[src/rtl/temp_sample_seq.sv]
`timescale 1ns/100ps
module temp_sample_seq #(
  parameter int SETTLE_CYC  = 3750000,
  parameter int PERIOD_UNIT = 500000,
  parameter int VALID_BIT   = 16
) (
  input  logic        clk,
  input  logic        rst_n,
  input  logic        reg_wr,
  input  logic [1:0]  reg_addr,
  input  logic [31:0] reg_wdata,
  output logic [31:0] reg_rdata,
  output logic        fe_conv,
  output logic [4:0]  fe_sel,
  input  logic [9:0]  fe_code
);
  localparam int SW = $clog2(SETTLE_CYC + 2);
  localparam int PW = $clog2((PERIOD_UNIT << 3) + 2);
  localparam int AW = 17;

  logic [31:0] ctrl_a;
  logic [2:0]  ctrl_b;
  logic        run_q;
  logic [4:0]  src_q;
  logic [SW-1:0] settle_q;
  logic [PW-1:0] gap_q;
  logic signed [AW-1:0] acc_q;
  logic [7:0]  cnt_q;
  logic [9:0]  res_q;
  logic        valid_q;

  wire go     = ctrl_a[0] & ctrl_a[2] & ~ctrl_a[1];
  wire is_ext = (ctrl_a[31:30] == 2'd2);
  assign fe_sel = is_ext ? ({1'b0, ctrl_a[16:13]} + 5'd1) : 5'd0;

  wire restart = go & (~run_q | (fe_sel != src_q));
  assign fe_conv = go & ~restart & (settle_q == '0) & (gap_q == '0);

  wire [2:0]    n_log  = ctrl_a[6] ? 3'd0 : ctrl_b;
  wire [7:0]    target = 8'((9'd1 << n_log) - 9'd1);
  wire [PW-1:0] period = PW'(PERIOD_UNIT) << (2'd3 - ctrl_a[25:24]);
  wire signed [AW-1:0] code_x = {{(AW-10){fe_code[9]}}, fe_code};
  wire signed [AW-1:0] sum    = acc_q + code_x;
  wire signed [AW-1:0] avg    = sum >>> n_log;

  always_ff @(posedge clk) begin
    if (!rst_n) begin
      ctrl_a <= '0;
      ctrl_b <= 3'd1;
    end else if (reg_wr) begin
      if (reg_addr == 2'd0) ctrl_a <= reg_wdata;
      if (reg_addr == 2'd1) ctrl_b <= reg_wdata[2:0];
    end
  end

  always_ff @(posedge clk) begin
    if (!rst_n) begin
      run_q    <= 1'b0;
      src_q    <= '0;
      settle_q <= '0;
      gap_q    <= '0;
      acc_q    <= '0;
      cnt_q    <= '0;
      res_q    <= '0;
      valid_q  <= 1'b0;
    end else if (!go) begin
      run_q   <= 1'b0;
      valid_q <= 1'b0;
      acc_q   <= '0;
      cnt_q   <= '0;
    end else if (restart) begin
      run_q    <= 1'b1;
      src_q    <= fe_sel;
      settle_q <= SW'(SETTLE_CYC);
      gap_q    <= '0;
      valid_q  <= 1'b0;
      acc_q    <= '0;
      cnt_q    <= '0;
    end else if (settle_q != '0) begin
      settle_q <= settle_q - 1'b1;
    end else if (gap_q != '0) begin
      gap_q <= gap_q - 1'b1;
    end else begin
      gap_q <= period - 1'b1;
      if (cnt_q >= target) begin
        res_q   <= avg[9:0];
        valid_q <= 1'b1;
        acc_q   <= '0;
        cnt_q   <= '0;
      end else begin
        acc_q <= sum;
        cnt_q <= cnt_q + 1'b1;
      end
    end
  end

  wire [31:0] status = (32'(valid_q) << VALID_BIT) | {22'd0, res_q};

  always_comb begin
    case (reg_addr)
      2'd0:    reg_rdata = ctrl_a;
      2'd1:    reg_rdata = {29'd0, ctrl_b};
      2'd2:    reg_rdata = status;
      default: reg_rdata = '0;
    endcase
  end
endmodule

[config.mk]
export PLATFORM = sky130hd
export DESIGN_NAME = temp_sample_seq
export DESIGN_NICKNAME = d
export VERILOG_FILES = /design/src/rtl/temp_sample_seq.sv
export SDC_FILE = /design/constraint.sdc
export NUM_CORES = 1
export LEC_CHECK = 0
export CAP_MARGIN = 25
export CORE_MARGIN = 3
export CORE_UTILIZATION = 60
export DETAILED_ROUTE_END_ITERATION = 8
export PLACE_DENSITY = 0.85
export SYNTH_ARGS = -nofsm -noshare
export SYNTH_HDL_FRONTEND = slang
export SYNTH_SLANG_ARGS = --single-unit
[constraint.sdc]
create_clock -name clk -period 6.4 [get_ports clk]
set_input_delay 1.92 -clock clk [delete_from_list [all_inputs] [get_ports clk]]
set_output_delay 1.92 -clock clk [all_outputs]
set_load 0.05 [all_outputs]
# Word level (Yosys, flattened, before mapping)
# Cells that the tools add are included.
# word_totals
output_inout_bits	38
reg_bits	121
elab_cells	68
in_bits	47
# op_classes
shifts	3
n_addsub	8
mux	10
eq_ne	5
n_reduce_logical	16
n_lt_le_gt_ge	1
bitwise	15
# op_table
cell	n
22-bit two-way mux	5
32-bit case mux with 3 select lines	1
22-bit by 1-bit subtractor with 22-bit output (second input constant)	3
22-bit zero test	2
22-bit nonzero test	2
19-bit by 2-bit << shifter with 22-bit output (first input constant)	1
17-bit by 10-bit adder with 17-bit output	1
17-bit two-way mux	1
17-bit by 10-bit bitwise OR with 17-bit output	1
17-bit by 3-bit >>> shifter with 10-bit output	1
2-bit AND reduction	7
8-bit by 1-bit adder with 8-bit output (second input constant)	1
8-bit >= comparator	1
8-bit two-way mux	1
1-bit by 3-bit << shifter with 8-bit output (first input constant)	1
8-bit by 1-bit subtractor with 8-bit output (second input constant)	1
1-bit inverter	7
1-bit bitwise AND	6
4-bit by 1-bit adder with 5-bit output (second input constant)	1
5-bit two-way mux	1
5-bit inequality test	1
5-bit AND reduction	1
2-bit == test (second input constant)	2
3-bit two-way mux	1
other kinds (8)	8

# Depth between registers and ports, before layout
# Gate-level depths: netlist of run 1.
# logic_depth
word_depth	9
ltp_mapped	20
ltp_nobuf	17

# Least setup slack after synthesis of run 1
# No wires, ideal clock.
# synth_path
path_type	input to output
startpoint	in reg_addr[1]
endpoint	out reg_rdata[0]
t_arrival_ps	3495
cell_stages	3
required_ps	4480
n_path_buf	2
slack_ps	985
path_cell_list	clkbuf_1 -> clkbuf_1 -> o21ai_0
# synth_via
elab_chain_len	2
elab_cells_between_ends	4
cone_classes	eq/ne (2); mux (1); reduce/logical (1)
# synth_lines
element	line_no	text
start: declaration	10	input logic [1:0] reg_addr,
2-bit == test (tied with other cells)	100	case (reg_addr)
32-bit case mux with 3 select lines (*)	100	
end: declaration	12	output logic [31:0] reg_rdata,
# Every way passes the cells marked *; elsewhere a longest branch is shown, timed or not.

# Worst setup path after layout of run 1
# layout_path
startpoint	in reg_addr[0]
endpoint	out reg_rdata[25]
# Same word-level chain as after synthesis.

==> results of run 1 <==
==> stage by stage <==
stage | util, % | hold slack, ns | power, mW
global route | 76.8 | 0.477 | 2.04
global placement | 71.6 | 0.444 | 1.00
CTS | 76.8 | 0.457 | 1.98
finish | 76.8 | 0.455 | 1.98
floorplan | - | 0.431 | 0.930
detailed placement | 72.0 | 0.449 | 1.01
==> kinds of logic after synthesis <==
family / count (synthesis)
muxes: 33
other: 1
xor gates and xnor gates: 45
AOI/OAI and AO/OA: 242
adders and majority gates: 34
DFF: 121
buffers and inverters: 82
and+or+nand+nor: 445
==> per-layer routing <==
metal  share of wire, %  vias up  GRT usage, %
met2                 46      380          48.4
met4                2.5        0          13.4
met3                9.2       55          8.48
met5                  0        -             0
li1                   -     3683             -
met1                 43     3565          38.3
==> path summary, 6_finish.rpt <==
kind	endpoint	slack (ns)	depth (start not counted)
worst max-delay path	reg_rdata[25]	0.67	3
worst min-delay path	acc_q[2]	0.46	2
worst max register to register	cnt_q[6]	1.74	15
worst min register to register	acc_q[2]	0.46	2
==> worst min-delay path, cell delays in order, from the launching register on <==
cell,delay [ns]
dfxtp_1,0.31
nand2_1,0.05
a21oi_1,0.05
==> sequential cells by signal, summed over array words and instances, names as in the netlist <==
| signal | count |
|---|---|
| acc_q | 17 |
| cnt_q | 8 |
| ctrl_a | 32 |
| ctrl_b | 3 |
| gap_q | 22 |
| res_q | 10 |
| run_q | 1 |
| settle_q | 22 |
| src_q | 5 |
| valid_q | 1 |
==> layout make-up <==
type / instances / area share, %
Inverter: 27 / 1.07
Clock inverter: 13 / 1.50
Timing Repair Buffer: 95 / 11.9
Multi-Input combinational cell: 800 / 53.0
Sequential cell: 121 / 25.5
Clock buffer: 19 / 4.77
Tap cell: 168 / 2.21
==> cells in the final DEF (no fill, tap or decap), types with 4 or more instances in the layout <==
master,instances
nand4_1,11
and2_1,31
a31oi_1,10
buf_12,18
a21o_1,10
nor2_1,91
a211oi_1,6
clkbuf_16,17
and3_1,5
a221oi_1,4
nor4_1,10
or3_1,8
a21oi_1,54
dfxtp_1,121
clkdlybuf4s50_1,62
mux2i_1,29
inv_1,26
nand3_1,39
nand2b_1,10
o211ai_1,5
xor2_1,21
o21ai_0,47
nor3_1,34
nand3b_1,8
nor3b_1,7
xnor2_1,24
inv_6,4
buf_4,12
nand2_1,144
a21boi_0,50
nor2b_1,19
a22oi_1,4
ha_1,33
o22ai_1,5
==> report_power, final <==
part	switching (mW)	leakage [nW]	internal, mW	total (mW)
Sequential	0.00869	0.977	0.761	0.770
Clock	0.382	0.291	0.597	0.979
Combinational	0.132	2.43	0.0981	0.230
==> summary.txt, run 1 <==
Outcome
  • Outcome: complete, no violations

Clock tree
  • CTS sink cnt: 121
  • Worst-Skew Late Latency: 0.43 ns
  • Root Driver: clkbuf_16
  • Post-CTS Hold Buffers: 0
  • # Post-CTS Setup Buffers: 0
  • Num CTS Buffers: 17
  • CTS Buffer Depth: 2
  • H-tree depth: 4
  • CTS clk-pin slew, worst paths: 0.06 ns
  • Post-cts sizing count: 0
  • CTS tree: done

Synthesis
  • Multiplexer share of the synthesized area: 4.74%
  • Largest family of logic cells by synthesized area: simple AND/OR/NAND/NOR gates
  • Mean Syn Cell Area: 7.76 µm²
  • Number of synthesis warnings: 0
  • Post-Synthesis Net Count: 1084
  • Synth cell types: 82
  • Most instantiated cells after synthesis: nand2_1 (144), dfxtp_1 (121), nor2_1 (91)
  • Compound-Gate Fraction of Synth Area: 20.8%
  • Mapped Cells: 1003
  • Leading area contributor after synthesis: dfxtp_1
  • Post-synth EDFFs: 0
  • Post-Syn Area: 7780 µm²
  • Synth Area in XOR/XNOR: 5.07%
  • Synth Area in Simple Gates: 28.5%
  • Sequential fraction of the synthesis area: 31.1%
  • Count leader, synth: nand2_1
  • Largest cells by area after synthesis: dfxtp_1 (31%), nand2_1 (6.9%), ha_1 (5.3%), a21boi_0 (4.8%), nor2_1 (4.4%)
  • Top FF cell, synth: dfxtp_1
  • Share of flip-flops with an asynchronous set or reset: 0%
  • Yosys reg bits: 121
  • Top cell type's share of synthesized area: 31.1%
  • Adder and majority gate portion of the synthesized area: 5.56%

Setup path
  • Crit-path most repeated cell: clkdlybuf4s50_1
  • Startpoint type of the worst setup path: input port
  • CP arrival: 3.81 ns
  • Critical-path top delay cell: clkdlybuf4s50_1
  • Worst Path Buf+Inv: 2
  • Cell family with most CP delay: buffers and inverters
  • Crit-path max cell delay: 0.84 ns
  • Cells along the critical path: clkdlybuf4s50_1 > nor3_1 > clkdlybuf4s50_1
  • Worst reg2reg startpoint: ctrl_a[6]
  • Critical path endpoint category: primary output
  • Critical path class: in2out
  • Worst Setup SP: reg_addr[0]
  • Worst EP required: 4.48 ns
  • Crit-path max FO: 13

Routing
  • Routed wire length: 21.3 mm
  • Via count: 7683
  • Via/cell ratio: 6.18
  • Initial DRC Count: 699
  • WL/cell: 17.1 µm
  • DRC: 0
  • Post-route ant nets: 0
  • 1st-pass router iterations: 6

Global route
  • Largest net degree at the start of global routing: 45
  • First-pass GRT wire length: 35.9 mm
  • GRT Total Usage: 30.3%
  • Gr ovfl total: 0
  • Number of global-route vias before repair: 7500
  • Initial antenna violation count: 0

STA
  • RSZ-0062 raised after global routing: false
  • Slew Viols, Final: 0
  • Final setup violation count: 0
  • Achievable frequency: 174 MHz
  • Total negative slack: 0 ns
  • Final period utilization: 89.6%
  • Setup WS post-layout: 0.668 ns
  • Slew @ Worst Pin: 1.02 ns
  • Clk_skew: 0.00674 ns
  • Rel. slew slack: 32.3%
  • Hold Fails Final Rpt: 0
  • Clock period minus worst slack: 5.73 ns

Floorplanning
  • Die width: 120 µm
  • Die ar.: 14400 µm²
  • Die H: 120 µm
  • I/O Pins: 85
  • # rows: 40
  • Initial Util: 62.9%
  • Core area: 12400 µm²

Finish
  • Area grow syn2layout: 22.0%
  • Layout cells sized above 1: 8.37%
  • Multi-input combinational cell area: 5040 µm²
  • Fillers: 875
  • Final Instance Area: 9500 µm²
  • Sequential cell area: 2420 µm²
  • Non-Filler Instances: 1243
  • # diodes: 0
  • Nets: 1143

Place
  • GP Congestion: 0.979
  • Placed cells: 1211
  • Placed Area: 8900 µm²
  • Detailed placement HPWL: 14.2 mm
  • Port bufs: 84
  • DP Worst Slack: 0.680 ns

Power
  • Peak supply drop: 0.000185 V
  • Leakage power: 3.70 nW
  • Pwr per Cell Area: 208 nW/µm²

Run
  • Max_cap viols: 0

Worst hold path
  • Hold_sp: acc_q[2]
  • Worst hold path type: reg2reg
Note: power is estimated with default switching activity, not from simulation.
==> run 2, diff against run 1 <==
--- a/config.mk
+++ b/config.mk
@@ -7,9 +7,9 @@
 export LEC_CHECK = 0
 export CAP_MARGIN = 25
 export CORE_MARGIN = 3
-export CORE_UTILIZATION = 60
+export CORE_UTILIZATION = 58
 export DETAILED_ROUTE_END_ITERATION = 8
-export PLACE_DENSITY = 0.85
+export PLACE_DENSITY = 0.83
 export SYNTH_ARGS = -nofsm -noshare
 export SYNTH_HDL_FRONTEND = slang
 export SYNTH_SLANG_ARGS = --single-unit
==> constraint.sdc (replaced) <==
create_clock -name clk -period 6.1 [get_ports clk]
set_input_delay 1.83 -clock clk [delete_from_list [all_inputs] [get_ports clk]]
set_output_delay 1.83 -clock clk [all_outputs]
set_load 0.05 [all_outputs]
==> summary.txt, run 2 (synthesis gave the netlist of run 1 again) <==
Setup path
  • Worst EP required: 4.27 ns (-0.21 ns)
  • Worst reg2reg startpoint: ctrl_a[6]
  • Startpoint type of the worst setup path: input port
  • Reg2reg path depth: 14 (-1)
  • Critical path endpoint category: primary output
  • CP arrival: 3.58 ns (-0.23 ns)
  • Crit-path max FO: 18 (+5)
  • Cells along the critical path: clkdlybuf4s50_1 > nor2_1 > buf_4 > and2_1 > buf_12
  • RR Endpoint: res_q[1]
  • Critical-path top delay cell: clkdlybuf4s50_1
  • Worst Path Buf+Inv: 3 (+1)
  • Reg2reg setup slack: 1.41 ns (-0.33 ns)
  • Critical path class: in2out
  • Crit-path max cell delay: 0.82 ns (-0.02 ns)
  • Cell family with most CP delay: buffers and inverters

STA
  • Clk_skew: 0.00789 ns (+0.00116 ns)
  • Rel. slew slack: 29.2% (-3.1 points)
  • Slew @ Worst Pin: 1.03 ns (+0.0195 ns)
  • Hold Fails Final Rpt: 0 (unchanged)
  • Final hold slack: 0.457 ns (+0.00112 ns)
  • Total negative slack: 0 ns (unchanged)
  • Clock period minus worst slack: 5.41 ns
  • Final period utilization: 88.7%
  • Slew Viols, Final: 0 (unchanged)
  • Achievable frequency: 185 MHz
  • Final setup violation count: 0 (unchanged)
  • RSZ-0062 raised after global routing: false

Place
  • Detailed placement HPWL: 13.7 mm (-4.1%)
  • Placed Area: 8880 µm² (-0.28%)
  • GP Congestion: 0.929 (-5.1%)
  • Port bufs: 84 (unchanged)

Routing
  • Via count: 7556 (-1.7%)
  • Post-route ant nets: 0 (unchanged)
  • WL/cell: 16.3 µm (-4.5%)
  • 1st-pass router iterations: 7 (+1)
  • Initial DRC Count: 561 (-20%)
  • DRC: 0 (unchanged)
  • Routed wire length: 20.4 mm (-4.2%)
  • Via/cell ratio: 6.06 (-2.0%)

Finish
  • Area grow syn2layout: 21.3%
  • Layout cells sized above 1: 9.12% (+0.74 points)
  • Most frequent cells in the layout: nand2_1 (144), dfxtp_1 (121), nor2_1 (91)
  • Final Instance Area: 9440 µm² (-0.59%)
  • Fillers: 980 (+12%)
  • Top flop regs: ctrl_a (32), gap_q (22), settle_q (22)
  • Top reg by flops: ctrl_a
  • # diodes: 0 (unchanged)
  • Nets: 1143 (unchanged)
  • Most common cell after layout, fill and taps aside: nand2_1
  • Number of flip-flops in the largest register: 32 (unchanged)

Floorplanning
  • Core area: 12900 µm² (+4.2%)
  • Die H: 122 µm (+1.6%)
  • I/O Pins: 85 (unchanged)
  • Die width: 122 µm (+1.6%)
  • Die ar.: 14800 µm² (+3.3%)
  • # rows: 41 (+2.5%)
  • Initial Util: 60.4% (-2.5 points)

Worst hold path
  • Min-Delay Endpoint: acc_q[12]
  • Worst hold path type: reg2reg
  • Hold_sp: acc_q[12]
  • Worst hold path stage count: 2 (unchanged)

Clock tree
  • CTS Buffer Depth: 2 (unchanged)
  • Num CTS Buffers: 17 (unchanged)
  • Post-CTS Hold Buffers: 0 (unchanged)
  • H-tree depth: 4 (unchanged)
  • CTS clk-pin slew, worst paths: 0.05 ns (about the same)
  • Post-cts sizing count: 0 (unchanged)
  • Root Driver: clkbuf_16
  • # Post-CTS Setup Buffers: 0 (unchanged)
  • CTS tree: done
  • Worst-Skew Late Latency: 0.43 ns (about the same)
  • CTS sink cnt: 121 (unchanged)

Global route
  • GRT Total Usage: 28.8% (-1.5 points)
  • Initial antenna violation count: 0 (unchanged)
  • First-pass GRT wire length: 34.9 mm (-2.6%)
  • Gr ovfl total: 0 (unchanged)
  • Number of global-route vias before repair: 7378 (-1.6%)
  • Largest net degree at the start of global routing: 80 (+78%)

Power
  • Pwr per Cell Area: 211 nW/µm² (+1.3%)
  • Leakage power: 3.69 nW (-0.13%)
  • Power share of the sequential group: 40.5% (+1.6 points)
  • Combinational power share: 12.0% (+0.4 points)
  • P_sw: 0.523 mW (about the same)
  • Clock power share: 47.5% (-2.0 points)
  • Sw frac: 26.2% (-0.17 points)
  • Int Pwr: 1.47 mW (+0.94%)
  • Peak supply drop: 0.000217 V (+18%)

Run
  • Max_cap viols: 0 (unchanged)

Outcome
  • Outcome: complete, no violations
## run 2: cell types whose count changed in the layout (fill, tap and decap cells not counted), moves of 2 or more
| cell | delta |
|---|---|
| clkdlybuf4s50_1 | -11 |
| buf_4 | +9 |
| clkbuf_1 | +3 |
| inv_6 | -3 |
| buf_12 | +2 |
## run 2: worst max-delay path by stage
stage	from	to	slack, ns	cells past startpoint
final	reg_addr[0]	reg_rdata[14]	0.69	5
after global routing	reg_addr[0]	reg_rdata[20]	0.54	5
after CTS	reg_addr[0]	reg_rdata[18]	0.71	5
after detailed placement	reg_addr[0]	reg_rdata[18]	0.71	5
after global placement	reg_addr[0]	reg_rdata[2]	0.73	4
after floorplan	reg_addr[1]	reg_rdata[0]	0.87	3
## run 2: worst register-to-register path, stage by stage, from the launching register on
cell and delay [ns]:
dfxtp_1 0.61, nand2b_1 0.85, nand3_1 0.26, ha_1 0.32, nor3_1 0.15, a21oi_1 0.06, nor2_1 0.11, a31oi_1 0.07
ha_1 0.32, o21ai_0 0.08, a22oi_1 0.25, nand2_1 0.49, nor3_4 0.58, o221ai_1 0.28, a21boi_1 0.19
## run 2: metrics by stage
| step | setup WS [ns] | total power [mW] | instances | utilization [%] |
|---|---|---|---|---|
| 2_1_floorplan | 0.865 | 0.976 | 1003 | - |
| 4_1_cts | 0.708 | 2.00 | 1246 | 73.2 |
| 3_3_place_gp | 0.727 | 1.05 | 1213 | 68.7 |
| 5_1_grt | 0.543 | 2.06 | 1247 | 73.3 |
| 3_5_place_dp | 0.710 | 1.06 | 1214 | 68.9 |
| 6_report | 0.691 | 1.99 | 1247 | 73.3 |
## run 2: power groups by stage
stage,Sequential [mW],Clock [mW],Combinational (mW)
2_1_floorplan,0.820,0,0.155
3_3_place_gp,0.824,0,0.227
3_5_place_dp,0.824,0,0.232
4_1_cts,0.807,0.954,0.235
5_1_grt,0.808,0.991,0.263
6_report,0.808,0.947,0.239
## run 2: cell type report
type	count	area [µm²]	area share, %
inverter	27	101	1.07
multi-input combinational	800	5040	53.3
timing repair buffer	95	1120	11.8
clock buffer	21	450	4.77
sequential	121	2420	25.7
tap	172	215	2.28
clock inverter	11	98.8	1.05
## run 2: routing by layer
layer | part of all wire, % | vias to the layer above | routed length [µm] | track usage [%]
li1 | - | 3671 | - | -
met1 | 44 | 3496 | 8930 | 38.3
met2 | 45 | 327 | 9170 | 43.8
met3 | 8.7 | 62 | 1770 | 8.22
met4 | 2.5 | 0 | 499 | 12.7
met5 | 0 | - | 0 | 0
